===== config.mk =====
export PLATFORM = sky130hd
export DESIGN_NAME = mag_cmp_slice
export DESIGN_NICKNAME = d
export VERILOG_FILES = /design/src/rtl/cmp_pkg.sv /design/src/rtl/cmp_cell_up.sv /design/src/rtl/cmp_cell_down.sv /design/src/rtl/cmp_sign_map.sv /design/src/rtl/cmp_chain.sv /design/src/rtl/mag_cmp_slice.sv
export SDC_FILE = /design/constraint.sdc
export NUM_CORES = 1
export LEC_CHECK = 0
export BUFFER_PORTS_ARGS = -buffer_cell sky130_fd_sc_hd__buf_2
export CORE_AREA = 2 2 39 41
export DETAILED_ROUTE_END_ITERATION = 16
export DIE_AREA = 0 0 41 43
export PLACE_DENSITY = 0.47
export SLEW_MARGIN = 20
export SYNTH_ARGS = -nofsm -noshare
export SYNTH_HDL_FRONTEND = slang
export SYNTH_SLANG_ARGS = --single-unit

===== constraint.sdc =====
create_clock -name vclk -period 1.06
set_input_delay 0.106 -clock vclk [all_inputs]
set_output_delay 0.106 -clock vclk [all_outputs]
set_load 0.01 [all_outputs]

===== src/rtl/cmp_pkg.sv =====
package cmp_pkg;
  typedef enum logic {
    DIR_UP   = 1'b0,
    DIR_DOWN = 1'b1
  } chain_dir_e;

  typedef struct packed {
    logic gt;
    logic lt;
  } cmp_state_t;
endpackage


===== src/rtl/cmp_cell_up.sv =====
// One slice, state travels LSB -> MSB: local difference overrides incoming state.
module cmp_cell_up (
  input  logic a_i,
  input  logic b_i,
  input  logic gt_i,
  input  logic lt_i,
  output logic gt_o,
  output logic lt_o
);
  logic diff;
  assign diff = a_i ^ b_i;
  assign gt_o = (diff & a_i) | (~diff & gt_i);
  assign lt_o = (diff & b_i) | (~diff & lt_i);

  always_comb begin

    if (!(gt_i && lt_i)) up_excl_chk: assert (!(gt_o && lt_o));
  end
endmodule


===== src/rtl/cmp_cell_down.sv =====
// One slice, state travels MSB -> LSB: a decided state passes untouched.
module cmp_cell_down (
  input  logic a_i,
  input  logic b_i,
  input  logic gt_i,
  input  logic lt_i,
  output logic gt_o,
  output logic lt_o
);
  logic open_q;
  assign open_q = ~(gt_i | lt_i);
  assign gt_o = gt_i | (open_q & a_i & ~b_i);
  assign lt_o = lt_i | (open_q & ~a_i & b_i);

  always_comb begin

    if (gt_i && !lt_i) dn_hold_chk: assert (gt_o && !lt_o);
  end
endmodule


===== src/rtl/cmp_sign_map.sv =====
// Exchanges the sign bits in signed mode so a negative operand ranks lower.
module cmp_sign_map #(
  parameter int unsigned WIDTH = 8
) (
  input  logic [WIDTH-1:0] a_i,
  input  logic [WIDTH-1:0] b_i,
  input  logic             signed_i,
  output logic [WIDTH-1:0] a_o,
  output logic [WIDTH-1:0] b_o
);
  localparam int unsigned MSB = WIDTH - 1;

  if (WIDTH > 1) begin : g_wide
    assign a_o[MSB-1:0] = a_i[MSB-1:0];
    assign b_o[MSB-1:0] = b_i[MSB-1:0];
  end
  assign a_o[MSB] = signed_i ? b_i[MSB] : a_i[MSB];
  assign b_o[MSB] = signed_i ? a_i[MSB] : b_i[MSB];
endmodule


===== src/rtl/cmp_chain.sv =====
module cmp_chain
  import cmp_pkg::*;
#(
  parameter int unsigned WIDTH     = 8,
  parameter chain_dir_e  CHAIN_DIR = DIR_UP
) (
  input  logic [WIDTH-1:0] a_i,
  input  logic [WIDTH-1:0] b_i,
  output cmp_state_t       res_o
);
  localparam int unsigned MSB = WIDTH - 1;

  for (genvar i = 0; i < WIDTH; i++) begin : stg
    logic g_in, l_in, g, l;
    if (CHAIN_DIR == DIR_UP) begin : g_up
      if (i == 0) begin : g_head
        assign g_in = 1'b0;
        assign l_in = 1'b0;
      end else begin : g_link
        assign g_in = stg[i-1].g;
        assign l_in = stg[i-1].l;
      end
      cmp_cell_up u_cell (
        .a_i (a_i[i]),
        .b_i (b_i[i]),
        .gt_i(g_in),
        .lt_i(l_in),
        .gt_o(g),
        .lt_o(l)
      );
    end else begin : g_dn
      if (i == MSB) begin : g_head
        assign g_in = 1'b0;
        assign l_in = 1'b0;
      end else begin : g_link
        assign g_in = stg[i+1].g;
        assign l_in = stg[i+1].l;
      end
      cmp_cell_down u_cell (
        .a_i (a_i[i]),
        .b_i (b_i[i]),
        .gt_i(g_in),
        .lt_i(l_in),
        .gt_o(g),
        .lt_o(l)
      );
    end
  end

  if (CHAIN_DIR == DIR_UP) begin : g_out_up
    assign res_o.gt = stg[MSB].g;
    assign res_o.lt = stg[MSB].l;
  end else begin : g_out_dn
    assign res_o.gt = stg[0].g;
    assign res_o.lt = stg[0].l;
  end
endmodule


===== src/rtl/mag_cmp_slice.sv =====
module mag_cmp_slice
  import cmp_pkg::*;
#(
  parameter int unsigned WIDTH     = 8,
  parameter chain_dir_e  CHAIN_DIR = DIR_UP
) (
  input  logic [WIDTH-1:0] a_i,
  input  logic [WIDTH-1:0] b_i,
  input  logic             signed_i,
  output logic             gt_o,
  output logic             lt_o
);
  localparam int unsigned MSB = WIDTH - 1;

  logic [WIDTH-1:0] a_m, b_m;
  cmp_state_t       res;

  cmp_sign_map #(.WIDTH(WIDTH)) u_map (
    .a_i     (a_i),
    .b_i     (b_i),
    .signed_i(signed_i),
    .a_o     (a_m),
    .b_o     (b_m)
  );

  cmp_chain #(.WIDTH(WIDTH), .CHAIN_DIR(CHAIN_DIR)) u_chain (
    .a_i  (a_m),
    .b_i  (b_m),
    .res_o(res)
  );

  assign gt_o = res.gt;
  assign lt_o = res.lt;

  always_comb begin

    no_both_chk: assert (!(gt_o && lt_o));

    if (a_i == b_i) eq_quiet_chk: assert (!gt_o && !lt_o);

    if (!signed_i && (a_i[MSB] != b_i[MSB])) msb_dec_chk: assert (gt_o == a_i[MSB] && lt_o == b_i[MSB]);

    if (signed_i && (a_i[MSB] != b_i[MSB])) sign_dec_chk: assert (lt_o == a_i[MSB] && gt_o == b_i[MSB]);
  end
endmodule


==> results_dict.tcl, run 1 <==
set metrics [dict create \
    grt_max_degree 4 \
    n_antenna_cell 0 \
    mostFrequentLayoutCell "buf_2" \
    slew_headroom 0.830 \
    met3_usage 0 \
    hold_class "in2out" \
    ios 19 \
    worstHoldPathCells 4 \
    seq_area_frac_synth 0 \
    setup.worst_path.start_class "input pin" \
    syn_inst 30 \
    min_period_ns 1.18 \
    cp.arrival_ns 1.07 \
    syn_area_um2 235 \
    n_clock_buffer 0 \
    rsz0062_at_grt "yes" \
    total_power_mw 0.174 \
    ant_nets 0 \
    pre_cts_ws_ns -0.162 \
    max_cap_viol_count 0 \
    ys_types 20 \
    syn_area_per_cell_um2 7.84 \
    cts-hold-fix-buffers 0 \
    slew_violations 0 \
    fin_cells 66 \
    crit_slowest_cell "maj3_2" \
    yosys_warnings 0 \
    avgViaCountPerCell 4.03 \
    grt_antenna_before_repair 0 \
    place_congestion 0.529 \
    holdCritStartpoint "a_i[4]" \
    cpPeakStageDelay_ns 0.31 \
    start_util 0.170 \
    grt_pass1_wl_um 848 \
    path_cells "buf_2, nor2b_2, a21oi_2, maj3_2, a21oi_2, o31ai_2, buf_2" \
    drive_gt1_frac 0.660 \
    p_per_area_nw_per_um2 426 \
    ir_drop_mv 0.138 \
    grt_use_met2 0.128 \
    dieArea_um2 1760 \
    p_leak_nw 0.195 \
    setup.worst_path.start "b_i[1]" \
    vias 266 \
    multi_input_area_um2 238 \
    worst-setup-path-type "in2out" \
    final_cell_mix "buf_2 (15), inv_1 (6), buf_6 (4)" \
    gr-total-overflow 0 \
    syn2layout_area_growth_pct 73.4 \
    seqCellArea_um2 0 \
    worstMarginPinSlew_ns 0.255 \
    critPathCaptureType "output pin" \
    dp_cells 66 \
    gr-usage-all-layers 0.0639 \
    hold_violations 0 \
    design.seq.count 0 \
    setup_violations 2 \
    wl_per_cell_um 7.97 \
    nets 69 \
    whs_endpoint "gt_o" \
    routed_wirelength_um 526 \
    fmax_ghz 0.849 \
    final.period_utilization 1.11 \
    setup_ws_ns -0.118 \
    busiest_layer "met2" \
    die_h_um 43 \
    met1_usage 0.0728 \
    outcome "complete, but fails checks" \
    fill_cells 154 \
    drt-initial-drc-count 3 \
    drc 0 \
    synth_nets 47 \
    num_rows 14 \
    io_buffers 19 \
    first_pass_iters 3 \
    die_x_um 41 \
    coreArea_um2 1380 \
    crit_fanout 2 \
    cp.required_ns 0.95 \
    violations "setup timing" \
    holdWs_ns 0.598 \
    grt_pass1_vias 245 \
]
[per-stage QoR]
| stage | area (um2) | setup TNS [ns] | util |
|---|---|---|---|
| 5_1_grt | 408 | -0.392 | 0.295 |
| 3_3_place_gp | 358 | -0.273 | 0.259 |
| 6_report | 408 | -0.227 | 0.295 |
| 4_1_cts | 408 | -0.235 | 0.295 |
| 2_1_floorplan | 235 | 0 | - |
| 3_5_place_dp | 358 | -0.294 | 0.259 |
[timing repair]
action | 4_1_cts | 5_1_grt
resized for setup | 10 | 0
endpoints found under the hold margin | 0 | 0
endpoints found under the setup margin | 2 | 2
setup buffers | 0 | 0
pin swaps | 3 | 0
[where the power goes]
| group | total [mW] | switching (mW) | internal [mW] |
|---|---|---|---|
| registers | 0 | 0 | 0 |
| clock network | 0 | 0 | 0 |
| logic | 0.174 | 0.0767 | 0.0972 |
[layout make-up]
class / instances / share of cell area
Multi-Input combinational cell: 24 / 0.583
Timing Repair Buffer: 20 / 0.313
Inverter: 6 / 0.0552
Tap cell: 16 / 0.0491
[cells in the mapped netlist]
cell	n	area (um2)
o31ai_2	1	12.5
maj3_2	1	11.3
a21oi_1	1	5.00
o221ai_2	1	15.0
inv_1	6	22.5
nand2b_4	1	13.8
a2111oi_2	1	15.0
nor2_1	1	3.75
nand2_1	1	3.75
a21oi_2	2	17.5
o21ai_0	1	5.00
nor2b_1	2	12.5
a21o_1	1	7.51
nor2b_2	2	17.5
a31oi_1	1	6.26
nand2b_1	3	18.8
xnor2_2	1	16.3
a221oi_1	1	8.76
a221oi_2	1	15.0
nand3b_1	1	7.51
[logic make-up (layout without fill, tap and decap cells)]
family / after synthesis / after routing / share of synthesized area
compound gates: 11 / 11 / 0.457
xor+xnor: 1 / 1 / 0.0692
fa+ha+maj: 1 / 1 / 0.0479
buf+inv: 6 / 26 / 0.0957
simple gates: 11 / 11 / 0.330
[worst max-delay path: cells and delay by family]
kind | cells | cell delay (ns)
AO/OA/AOI/OAI | 3 | 0.24
adder cells (fa/ha/maj) | 1 | 0.31
buffers and inverters | 2 | 0.26
AND/OR/NAND/NOR | 1 | 0.16
[worst max path at each step]
stage / slack [ns] / cells past startpoint / to
floorplan: 0.06 / 5 / lt_o
global placement: -0.16 / 7 / lt_o
detailed placement: -0.16 / 7 / lt_o
CTS: -0.12 / 7 / lt_o
global route: -0.21 / 7 / gt_o
finish: -0.12 / 7 / lt_o
[routing by layer]
layer  vias to the layer above  wire (um)
li1                        147          -
met1                       105        242
met2                        14        229
met3                         0         53
met4                         0          0
met5                         -          0
Note: power is estimated with default switching activity, not from simulation.
==> run 2: changes to the inputs <==
--- a/config.mk
+++ b/config.mk
@@ -9,8 +9,7 @@
 export CORE_AREA = 2 2 39 41
 export DETAILED_ROUTE_END_ITERATION = 16
 export DIE_AREA = 0 0 41 43
-export PLACE_DENSITY = 0.47
-export SLEW_MARGIN = 20
+export PLACE_DENSITY_LB_ADDON = 0.08
 export SYNTH_ARGS = -nofsm -noshare
 export SYNTH_HDL_FRONTEND = slang
 export SYNTH_SLANG_ARGS = --single-unit
==> run 2 against run 1 <==
  * The run still ends with setup timing left
  * Largest cell class unchanged
  * Total power is 9.2% higher
  * Highest routed layer unchanged
  * Critical path type unchanged
  * Critical endpoint unchanged
  * Final cell count decreased by 1.5%
  * Maximum frequency grew 0.48%
==> results_dict.tcl, run 2 (synthesized netlist as in run 1, its figures left out) <==
set metrics [dict create \
    combinationalPowerShare 1.000 \
    syn2layout_area_growth_pct 83.5 \
    setup_violations 2 \
    cp.arrival_ns 1.07 \
    design.seq.count 0 \
    place_congestion 0.581 \
    first_pass_iters 1 \
    die_h_um 43 \
    fill_cells 162 \
    worstMarginPinSlew_ns 0.267 \
    crit_slowest_cell "maj3_2" \
    intPower_mw 0.104 \
    final_cell_mix "buf_2 (15), inv_1 (6), nand2b_1 (3), buf_6 (3)" \
    met2_length_um 351 \
    grt_pass1_vias 265 \
    drive_gt1_frac 0.653 \
    switching_share 0.450 \
    grt_max_degree 4 \
    dp_hpwl_um 517 \
    ios 19 \
    postCtsSetupRepairBufs 0 \
    cp.required_ns 0.95 \
    dieArea_um2 1760 \
    min_period_ns 1.17 \
    switchingPower_mw 0.0854 \
    io_buffers 19 \
    nets 68 \
    top_layer "met3" \
    cpPeakStageDelay_ns 0.31 \
    path_cells "buf_2, nor2b_4, a21oi_2, maj3_2, a21oi_2, o31ai_2, buf_2" \
    setup_ws_ns -0.112 \
    vias 277 \
    die_x_um 41 \
    critPathCaptureType "output pin" \
    p_clk_frac 0 \
    ir_drop_mv 0.157 \
    crit_end "lt_o" \
    mostFrequentLayoutCell "buf_2" \
    crit_fanout 2 \
    avgViaCountPerCell 4.26 \
    n_antenna_cell 0 \
    grt_antenna_before_repair 0 \
    num_rows 14 \
    hold_class "in2out" \
    ant_nets 0 \
    start_util 0.170 \
    violations "setup timing" \
    setup.worst_path.start_class "input pin" \
    pre_cts_ws_ns -0.142 \
    rsz0062_at_grt "yes" \
    hold_violations 0 \
    max_cap_viol_count 0 \
    drt-initial-drc-count 0 \
    routed_wirelength_um 612 \
    outcome "complete, but fails checks" \
    drc 0 \
    wl_met1_um 215 \
    grt_pass1_wl_um 924 \
    worst-setup-path-type "in2out" \
    n_clock_buffer 0 \
    slew_violations 0 \
    p_leak_nw 0.200 \
    slew_headroom 0.822 \
    fmax_ghz 0.853 \
    gr-usage-all-layers 0.0680 \
    p_seq_frac 0 \
    tns_ns -0.224 \
    p_per_area_nw_per_um2 440 \
    seqCellArea_um2 0 \
    wl_met3_um 44 \
    coreArea_um2 1380 \
    wl_per_cell_um 9.42 \
    setup.worst_path.start "b_i[1]" \
    gr-total-overflow 0 \
    final.period_utilization 1.11 \
]
run 2: cell types whose count changed in the layout (fill, tap and decap cells not counted), sizes merged:
cell	change
buf	-1
run 2: how the worst min path moves through the flow:
stage	from	endpoint	depth (start not counted)
2_1_floorplan	a_i[4]	lt_o	2
3_3_place_gp	a_i[4]	gt_o	4
3_5_place_dp	a_i[4]	gt_o	4
4_1_cts	a_i[4]	gt_o	4
5_1_grt	a_i[4]	gt_o	4
6_report	a_i[4]	gt_o	4
run 2: critical path: cells and delay by family:
family	cells	cell delay [ns]
AOI/OAI and AO/OA	3	0.23
and+or+nand+nor	1	0.15
buffers and inverters	2	0.27
adders and majority gates	1	0.31
run 2: timing repair:
action / 4_1_cts / 5_1_grt
hold buffers: 0 / 0
setup endpoints to repair: 2 / 2
pin swaps: 2 / 4
gates resized for setup: 7 / 7
run 2: metal layers:
| metal | GRT usage | vias up |
|---|---|---|
| met3 | 0 | 0 |
| met5 | 0 | - |
| li1 | - | 147 |
| met1 | 0.0794 | 120 |
| met4 | 0 | 0 |
| met2 | 0.134 | 10 |
run 2: final cells by class:
cell class | instances | area, um2 | area share
Multi-Input combinational cell | 24 | 265 | 0.614
Timing Repair Buffer | 19 | 124 | 0.287
Inverter | 6 | 22.5 | 0.0522
Tap cell | 16 | 20.0 | 0.0464
run 2: metrics by stage:
stage                     instance area, um2  hold slack (ns)  std cells  total power [mW]   util
after floorplan                          235            0.381         30            0.0880      -
after global placement                   350            0.589         65             0.145  0.253
after detailed placement                 350            0.610         65             0.150  0.253
after CTS                                383            0.610         65             0.164  0.277
after global routing                     432            0.628         65             0.207  0.312
final                                    432            0.607         65             0.190  0.312
run 2: power by group through the flow:
stage | clock, mW | sequential (mW) | combinational (mW)
2_1_floorplan | 0 | 0 | 0.0880
3_3_place_gp | 0 | 0 | 0.145
3_5_place_dp | 0 | 0 | 0.150
4_1_cts | 0 | 0 | 0.164
5_1_grt | 0 | 0 | 0.207
6_report | 0 | 0 | 0.190
